**config.mk**
```make
export PLATFORM = sky130hd
export DESIGN_NAME = oct_switch_ctrl
export DESIGN_NICKNAME = d
export VERILOG_FILES = /design/src/rtl/oct_switch_ctrl.sv
export SDC_FILE = /design/constraint.sdc
export NUM_CORES = 1
export LEC_CHECK = 0
export BUFFER_PORTS_ARGS = -buffer_cell sky130_fd_sc_hd__buf_2
export CAP_MARGIN = 10
export CORE_MARGIN = 8
export CORE_UTILIZATION = 48
export CTS_CLUSTER_DIAMETER = 30
export DETAILED_ROUTE_END_ITERATION = 8
export HOLD_SLACK_MARGIN = 0.08
export PLACE_DENSITY_LB_ADDON = 0.12
export SLEW_MARGIN = 20
export SYNTH_ARGS = -nofsm -noshare
export SYNTH_HDL_FRONTEND = slang
export SYNTH_SLANG_ARGS = --single-unit
export TNS_END_PERCENT = 10
```
**constraint.sdc**
```tcl
create_clock -name clk -period 2 [get_ports clk]
set_input_delay 0.2 -clock clk [delete_from_list [all_inputs] [get_ports clk]]
set_output_delay 0.2 -clock clk [all_outputs]
set_load 0.005 [all_outputs]
```
**src/rtl/oct_switch_ctrl.sv**
```systemverilog
module oct_switch_ctrl #(
  parameter int SYNC  = 2,
  parameter int FRAME = 8,
  parameter int CNT_W = 5
) (
  input  logic       clk,
  input  logic       rst_n,
  input  logic       cs_n,
  input  logic       sclk,
  input  logic       si,
  input  logic       mode,
  input  logic [7:0] par_in,
  input  logic [7:0] fault,
  output logic       so_d,
  output logic       so_en,
  output logic [7:0] gate,
  output logic [1:0] ol_en
);
  localparam logic [CNT_W-1:0] LEN_A = CNT_W'(FRAME);
  localparam logic [CNT_W-1:0] LEN_B = CNT_W'(2*FRAME);
  localparam logic [CNT_W-1:0] CMAX  = '1;

  logic [SYNC-1:0]  cs_q, ck_q, si_q;
  logic             cs_d, ck_d;
  logic [FRAME-1:0] sh_in, sh_out, cmd;
  logic [CNT_W-1:0] cnt;

  wire cs_s = cs_q[SYNC-1];
  wire ck_s = ck_q[SYNC-1];
  wire si_s = si_q[SYNC-1];

  wire cs_fall = cs_d & ~cs_s;
  wire cs_rise = ~cs_d & cs_s;
  wire ck_rise = ~ck_d & ck_s & ~cs_s;
  wire ck_fall = ck_d & ~ck_s & ~cs_s;
  wire len_ok  = (cnt == LEN_A) || (cnt == LEN_B);

  always_ff @(posedge clk or negedge rst_n) begin
    if (!rst_n) begin
      cs_q <= '1; ck_q <= '0; si_q <= '0;
      cs_d <= 1'b1; ck_d <= 1'b0;
    end else begin
      cs_q <= {cs_q[SYNC-2:0], cs_n};
      ck_q <= {ck_q[SYNC-2:0], sclk};
      si_q <= {si_q[SYNC-2:0], si};
      cs_d <= cs_s;
      ck_d <= ck_s;
    end
  end

  always_ff @(posedge clk or negedge rst_n) begin
    if (!rst_n) begin
      sh_in  <= '0;
      sh_out <= '0;
      cnt    <= '0;
      cmd    <= '0;
    end else begin
      if (cs_fall) begin
        sh_out <= fault;
        cnt    <= '0;
      end else begin
        if (ck_rise) begin
          sh_in <= {sh_in[FRAME-2:0], si_s};
          if (cnt != CMAX) cnt <= cnt + 1'b1;
        end
        if (ck_fall) sh_out <= {sh_out[FRAME-2:0], 1'b0};
      end
      if (cs_rise && len_ok) cmd <= sh_in;
    end
  end

  assign so_en = ~cs_s & ~mode;
  assign so_d  = so_en & sh_out[FRAME-1];
  assign gate  = mode ? {2'b00, par_in[5:0]}
                      : {par_in[7:6], cmd[5:0] & par_in[5:0]};
  assign ol_en = cmd[7:6];


  reset_clear_chk: assert property (@(posedge clk) disable iff (!rst_n)
    $rose(rst_n) |-> (cmd == '0 && ol_en == 2'b00));

  frame_latch_chk: assert property (@(posedge clk) disable iff (!rst_n)
    (cs_rise && len_ok) |=> cmd == $past(sh_in));

  bad_len_hold_chk: assert property (@(posedge clk) disable iff (!rst_n)
    (cs_rise && !len_ok) |=> $stable(cmd));

  pin_gating_chk: assert property (@(posedge clk) disable iff (!rst_n)
    !mode |-> (gate[5:0] & ~par_in[5:0]) == 6'b0);

  limp_off_chk: assert property (@(posedge clk) disable iff (!rst_n)
    mode |-> gate[7:6] == 2'b00);

  so_idle_chk: assert property (@(posedge clk) disable iff (!rst_n)
    (cs_n && $past(cs_n) && $past(cs_n, 2)) |-> !so_en);

  fault_capture_chk: assert property (@(posedge clk) disable iff (!rst_n)
    cs_fall |=> sh_out == $past(fault));
endmodule

```
# [Yosys cells after proc, flatten, opt, wreduce, memory -nomap -nowiden]
# Cells that the tools add are included.
[totals] regBits=37 input_bits=22 output_inout_bits=12 word_cells=41
[classes] n_addsub=1 eq_ne=3 mux=6 bitwise_logic=15 reduce_logical=7
[op_table] op="two-way mux 8 bit" n=3
[op_table] op="two-way mux 5 bit" n=3
[op_table] op="AND 1 bit" n=8
[op_table] op="AND 6 bit" n=1
[op_table] op="inverter 1 bit" n=6
[op_table] op="nonzero test 2 bit" n=3
[op_table] op="adder 5 x 1 -> 5 bit (second input constant)" n=1
[op_table] op="== test 5 x 4 -> 1 bit (second input constant)" n=1
[op_table] op="== test 5 bit (second input constant)" n=1
[op_table] op="inequality test 5 bit (second input constant)" n=1
[op_table] op="AND reduction 2 bit" n=2
[op_table] op="logical AND 1 bit" n=1
[op_table] op="logical OR 1 bit" n=1

# [Logic depth before layout (Yosys ltp)]
# Gate-level depths: netlist of the first run.
[logic_depth] ltp_word=5 depth_mapped=6

# [Least setup slack after synthesis of the first run]
# Ideal clock, no wire load.
[synth_path] kind="register to register" start="register cnt[0]" end="register cnt[3]" setup_ps=127 arrival_ps=1854 setup_slack_ps=19 stages_incl_launch_ff=7 n_path_buf=0 synth_period_minus_slack_ps=1981 cell_sequence="dfrtp_1 -> ha_1 -> and3_1 -> ha_1 -> nor4b_4 -> nand4_1 -> mux2_1"
[synth_between] elab_chain_len=4 word_cells_on_any_way=7 classes_between="add/sub: 1; eq/ne: 1; mux: 3; reduce/logical: 2"
[synth_lines] element="start: declaration" line_no="26" text="logic [CNT_W-1:0] cnt;"
[synth_lines] element="start signal: assignment" line_no="64" text="if (cnt != CMAX) cnt <= cnt + 1'b1;"
[synth_lines] element="adder 5 x 1 -> 5 bit" line_no="64"
[synth_lines] element="two-way mux 5 bit" line_no="64"
[synth_lines] element="two-way mux 5 bit" line_no="62" text="if (ck_rise) begin"
[synth_lines] element="two-way mux 5 bit" line_no="58" text="if (cs_fall) begin"
# Several ways; a longest one is shown, not always the timed one. The select of a mux whose other input is x is not followed.
# A chain may end at the register's enable or synchronous reset.

# [Final worst setup path of the first run]
# Same ends and word-level chain as after synthesis.

==> results.tsv, run 1 <==
stage	metric	value	unit
worst_setup_path	critical path startpoint category	register	
logic_synthesis	Synth Cell Area	1637	µm²
cts	clk slew on worst S/H paths	0.12	ns
cts	Post-CTS Setup Inserts	0	
worst_setup_path	worst setup path category	reg -> reg	
power	NetSw	0.3996	mW
logic_synthesis	Ys Warns	0	
routing	Vias/cell	4.922	
routing	detailed-route DRC error count	0	
power	Sequential Power Share	59.9	%
worst_setup_path	Required @ worst endpoint	2.23	ns
cts	Max clock buf depth	2	
grt	vias in the first global route	1089	
power	Internal	1.144	mW
sta	TNS Setup	0	ns
sta	f_max	530.9	MHz
sta	endpoints failing setup	0	
grt	Overflow after GRT	0	
sta	fin. max-slew vios	0	
floorplanning	Initial Util	49.43	%
logic_synthesis	Mapped Cells	115	
sta	Slew @ Worst Pin	0.7940	ns
sta	Final WS setup	0.1165	ns
power	Sw Share	25.88	%
worst_setup_path	slowest CP cell	dfrtp_1	
worst_setup_path	critical path arrival	2.12	ns
sta	Worst Skew	0.01578	ns
hold_path	HP Class	in -> reg	
floorplanning	core area	3311	µm²
routing	routed len/inst	13.57	µm
logic_synthesis	#FFs+latches synth	37	
sta	Worst slew margin	47.07	%
routing	final WL	2768	µm
layout	NumNets Final	182	
logic_synthesis	Post-Synth Adder-Cell Area	2.294	%
logic_synthesis	syn_nets	140	
placed_design	Post-DP HPWL	2041	µm
layout	final instance area	1938	µm²
job	max-cap viol count	0	
floorplanning	IO Count	34	
logic_synthesis	mux contribution to synthesized area	22.55	%
routing	routed vias	1004	
floorplanning	die area	5534	µm²
worst_setup_path	crit path buf inv count	0	
placed_design	Cells after DPL	191	
power	combinational share of power	15.2	%
logic_synthesis	top-area cell type share of the netlist area	51.99	%
cts	root buffer cell	clkbuf_4	
layout	diodes inserted	0	
layout	Post-Layout Cell Count	204	
floorplanning	Die H	74.39	µm
power	VDD IR max	0.0004789	V
power	clock power share	24.9	%
power	Leakage Power	0.9516	nW
cts	CTS Buf Count	5	
worst_setup_path	Setup crit end kind	register	
grt	first-pass GRT wire length	4809	µm
worst_setup_path	crit path cell chain	ha_2 -> and3_1 -> ha_1 -> nor4b_4 -> nand4_1 -> mux2_1	
worst_setup_path	CP max stage delay	0.43	ns
logic_synthesis	Avg Cell Area, Syn	14.23	µm²
logic_synthesis	dominant cell type by area after synthesis	dfrtp_1	
power	Cell Pwr Density	796.6	nW/µm²
layout	area delta synth->final	18.43	%
logic_synthesis	xor/xnor share of the synthesized area	1.070	%
placed_design	pre-CTS WS	0.08757	ns
cts	Worst-Skew Late Latency	0.35	ns
floorplanning	row count	21	
sta	Final Critical Period	1.883	ns
routing	DR pass1 iterations	4	
grt	initial antenna violation count	0	
placed_design	IO Port Bufs	33	
layout	share of cells above drive strength 1	48.10	%
placed_design	area post-placement	1829	µm²
grt	GRT Total Usage	11.63	%
logic_synthesis	Yosys cell types	25	
sta	Final Cycle Share	94.17	%
routing	Post-DRT Antenna Nets	0	
sta	Fin. Hold Viols	0	
worst_setup_path	Crit Path Max Fanout	4	
run_status	status	finished clean	
worst_setup_path	Largest delay share family, worst path	simple AND/OR/NAND/NOR gates	
logic_synthesis	Synth Area in Compound Gates	4.587	%
cts	clk sink count	37	
sta	RSZ-0062 raised after global routing	false	
logic_synthesis	sequential element share of the synthesized area	56.80	%
logic_synthesis	largest family of logic cells by synthesized area	multiplexers	
logic_synthesis	ranking of synthesized cells by area	dfrtp_1 (52%), mux2_2 (18%), dfstp_2 (4.8%)	
routing	1st-iter DRT viols	65	
placed_design	RePlAce Congestion	0.7893	
grt	largest net degree at the start of global routing	38	
floorplanning	die width	74.39	µm
logic_synthesis	post-synthesis simple-gate area fraction	8.333	%
power	Tot Pwr	1.544	mW
cts	CTS HTree Levels	2	
cts	CTS tree	yes	
Yosys cell counts (all sizes together):
cell    instances
a211oi          1
a21oi           1
a31o            1
and2            1
and3            1
buf             5
clkbuf          1
dfrtp          34
dfstp           3
ha              3
inv             5
mux2           31
mux2i           2
nand2           1
nand2b          1
nand4           2
nor2            6
nor2b           5
nor4b           2
o21a            6
o21ai           1
xnor2           1
xor2            1
path summary, 6_finish.rpt:
check	start	to	cells after the start	slack [ns]
min	fault[6]	sh_out[6]	3	0.19
max reg2reg	cnt[0]	cnt[3]	6	0.12
min in group asynchronous	rst_n	sh_out[6]	2	0.47
max	cnt[0]	cnt[3]	6	0.12
min reg2reg	cs_q[0]	cs_q[1]	0	0.36
max in group asynchronous	rst_n	cmd[5]	2	1.02
final cells by class:
cell class	count	area [µm²]
timing repair buffer	41	237.7
clock inverter	2	15.01
multi-input combinational	67	638.1
fill	291	1373
inverter	5	18.77
sequential	37	929.6
clock buffer	6	41.29
tap	46	57.56
per-stage QoR:
step           util, %  hold WS [ns]
2_1_floorplan        -      -0.09559
3_3_place_gp     55.25        0.3072
3_5_place_dp     55.25        0.3073
4_1_cts          58.47        0.1846
5_1_grt          58.54        0.1915
6_report         58.54        0.1882
per-layer routing:
metal / wire [µm] / track usage (%) / vias to the layer above
met5: 0 / 0 / -
met4: 47 / 6.522 / 0
met3: 128 / 3.774 / 5
met2: 1385 / 18.68 / 24
met1: 1207 / 13.31 / 496
li1: - / - / 479
cells in the final DEF, fill, tap and decap left out:
cell,n
ha_2,1
and2_1,1
mux2_1,5
xnor2_1,1
xor2_1,1
nand2b_1,1
nand4_1,2
buf_2,33
nor2_1,6
ha_1,2
dfstp_2,3
dlygate4sd3_1,5
nand2_1,1
clkinvlp_4,2
mux2_2,26
and3_1,1
nor2b_1,5
a31o_1,1
clkbuf_1,1
inv_1,5
o21a_1,6
mux2i_1,2
a21oi_2,1
nor4b_4,2
clkbuf_4,5
buf_4,3
dfrtp_1,34
a211oi_1,1
o21ai_0,1
flip-flops by register name (all words and copies together), names as in the netlist:
signal and count:
cs_d 1, sh_out 8, si_q 2, cmd 8
sh_in 8, cs_q 2, cnt 5, ck_q 2
ck_d 1
worst register-to-register path: stages, from the launching register on:
cell	delay, ns
dfrtp_1	0.43
ha_2	0.21
and3_1	0.18
ha_1	0.22
nor4b_4	0.28
nand4_1	0.14
mux2_1	0.32
power groups by stage:
stage	combinational, mW	sequential (mW)	clock, mW
after floorplan	0.171	0.915	0
after global placement	0.223	0.937	0
after detailed placement	0.233	0.941	0
after CTS	0.241	0.925	0.403
after global routing	0.268	0.943	0.431
final	0.235	0.924	0.385
cell families (layout without fill, tap and decap cells):
| logic type | count (synthesis) | count (layout) |
|---|---|---|
| and+or+nand+nor | 19 | 19 |
| muxes | 33 | 33 |
| AOI/OAI and AO/OA | 10 | 10 |
| DFF | 37 | 37 |
| adders and majority gates | 3 | 3 |
| xor gates and xnor gates | 2 | 2 |
| buffers and inverters | 11 | 54 |
timing repair:
action | CTS | global route
hold buffers | 5 | 0
gates resized for setup | 0 | 1
hold endpoints to repair | 38 | 0
endpoints found under the setup margin | 0 | 1
(Power assumes the default switching activity.)
==> inputs of run 2 (changes only) <==
==> constraint.sdc (replaced) <==
create_clock -name clk -period 2.2 [get_ports clk]
set_input_delay 0.22 -clock clk [delete_from_list [all_inputs] [get_ports clk]]
set_output_delay 0.22 -clock clk [all_outputs]
set_load 0.005 [all_outputs]
==> run 2 against run 1 <==
Effect of this change: clock skew fell by 0.0077 ns; cell count fell by 0.98%; worst hold slack got worse by 0.088 ns; combinational power fell by 8.9%; worst setup slack improved by 0.16 ns; die area did not move; sequential cell count did not move; global-route usage fell by 0.21 points; largest cell class unchanged; via count fell by 1.5%; non-clock buffer count fell by 2.
==> results.tsv, run 2 (synthesis gave the netlist of run 1 again) <==
stage	metric	value	unit
layout	commonest cells after routing, fill and taps aside	dfrtp_1 (34), buf_2 (33), mux2_2 (26)	
layout	final instance area	1947	µm²
layout	NumNets Final	180	
floorplanning	row count	21	
grt	vias in the first global route	1093	
floorplanning	Initial Util	49.43	%
grt	initial antenna violation count	0	
sta	Worst Skew	0.008081	ns
sta	Final Critical Period	1.919	ns
worst_setup_path	critical path arrival	2.14	ns
layout	fill cell count	308	
placed_design	RePlAce Congestion	0.8115	
hold_path	HP Class	in -> reg	
placed_design	IO Port Bufs	33	
routing	detailed-route DRC error count	0	
cts	clk slew on worst S/H paths	0.10	ns
run_status	status	finished clean	
sta	Fin. Hold Viols	0	
floorplanning	core area	3311	µm²
routing	final WL	2839	µm
sta	RSZ-0062 raised after global routing	false	
placed_design	Post-DP HPWL	2097	µm
routing	Vias/cell	4.896	
sta	Slew @ Worst Pin	0.7877	ns
layout	Final Util	58.81	%
placed_design	area post-placement	1822	µm²
routing	1st-iter DRT viols	40	
cts	Worst-Skew Late Latency	0.33	ns
worst_setup_path	critical path startpoint category	register	
routing	routed vias	989	
sta	endpoints failing setup	0	
worst_setup_path	worst setup path category	reg -> reg	
sta	Worst slew margin	47.48	%
job	max-cap viol count	0	
layout	Top Registers	cmd (8), sh_in (8), sh_out (8)	
cts	root buffer cell	clkbuf_4	
power	Cell Pwr Density	790.5	nW/µm²
sta	Final Cycle Share	87.23	%
layout	most common cell after layout, fill and taps aside	dfrtp_1	
worst_setup_path	Required @ worst endpoint	2.42	ns
grt	first-pass GRT wire length	4754	µm
routing	DR pass1 iterations	3	
power	Leakage Power	0.9669	nW
grt	largest net degree at the start of global routing	38	
cts	Max clock buf depth	2	
floorplanning	Die H	74.39	µm
worst_setup_path	Setup crit end kind	register	
layout	area delta synth->final	18.96	%
cts	clk sink count	37	
grt	GRT Total Usage	11.42	%
worst_setup_path	Crit Path Max Fanout	4	
routing	Post-DRT Antenna Nets	0	
layout	share of cells above drive strength 1	47.44	%
routing	routed len/inst	14.05	µm
cts	CTS HTree Levels	2	
floorplanning	die area	5534	µm²
floorplanning	IO Count	34	
layout	diodes inserted	0	
power	Tot Pwr	1.539	mW
sta	fin. max-slew vios	0	
cts	Post-CTS Setup Inserts	0	
cts	CTS Buf Count	5	
sta	TNS Setup	0	ns
cts	Resize count post-CTS	0	
grt	Overflow after GRT	0	
power	VDD IR max	0.0004237	V
cts	CTS tree	yes	
sta	f_max	521.1	MHz
floorplanning	die width	74.39	µm
==> run 2: cell types whose count changed in the layout (fill, tap and decap cells not counted) <==
cell           delta
clkbuf_8          +1
buf_4             -1
clkinvlp_4        -2
bufinv_16         +1
ha_2              -1
ha_1              +1
dlygate4sd3_1     -1
==> run 2: where the power goes <==
group | switching (mW) | total [mW] | internal (mW)
logic | 0.0784 | 0.214 | 0.135
clock network | 0.211 | 0.482 | 0.271
registers | 0.0641 | 0.843 | 0.779
total | 0.353 | 1.54 | 1.19
==> run 2: worst max-delay path: stages (launching register included) <==
cell	delay, ns
dfrtp_1	0.43
ha_1	0.25
and3_1	0.20
ha_1	0.20
nor4b_4	0.27
nand4_1	0.14
mux2_1	0.32
==> run 2: worst paths after layout <==
kind                          start         to  slack [ns]  cells after the start
hold reg to reg             cs_q[0]    cs_q[1]        0.36                      0
max in group asynchronous     rst_n   sh_in[5]        1.20                      2
min in group asynchronous     rst_n  sh_out[6]        0.50                      2
setup / recovery             cnt[0]     cnt[3]        0.28                      6
setup reg to reg             cnt[0]     cnt[3]        0.28                      6
hold / removal             fault[0]  sh_out[0]         0.1                      3
==> run 2: metrics by stage <==
step,hold slack [ns],instances,worst slack (ns)
after global placement,0.3281,190,0.3504
after floorplan,-0.07559,115,0.2186
after detailed placement,0.3269,190,0.2925
final,0.1000,202,0.2810
after global routing,0.08958,202,0.1675
after CTS,0.09105,202,0.2764
==> run 2: final cells by class <==
| cell class | count | area (µm²) | area share (%) |
|---|---|---|---|
| Clock buffer | 7 | 55.05 | 2.828 |
| Clock inverter | 1 | 30.03 | 1.542 |
| Multi-Input combinational cell | 67 | 635.6 | 32.65 |
| Tap cell | 46 | 57.56 | 2.956 |
| Timing Repair Buffer | 39 | 220.2 | 11.31 |
| Inverter | 5 | 18.77 | 0.9640 |
| Sequential cell | 37 | 929.6 | 47.75 |
==> run 2: routing by layer <==
metal / GRT usage [%] / part of all wire (%) / vias to the layer above
met5: 0 / 0 / -
met4: 5.217 / 1.9 / 0
met3: 3.908 / 4.3 / 9
met2: 18.97 / 50 / 22
met1: 12.85 / 44 / 487
li1: - / - / 471
==> run 2: what timing repair did <==
| action | CTS | global route |
|---|---|---|
| hold buffers | 4 | 0 |
| setup endpoints to repair | 0 | 0 |
| endpoints found under the hold margin | 37 | 0 |
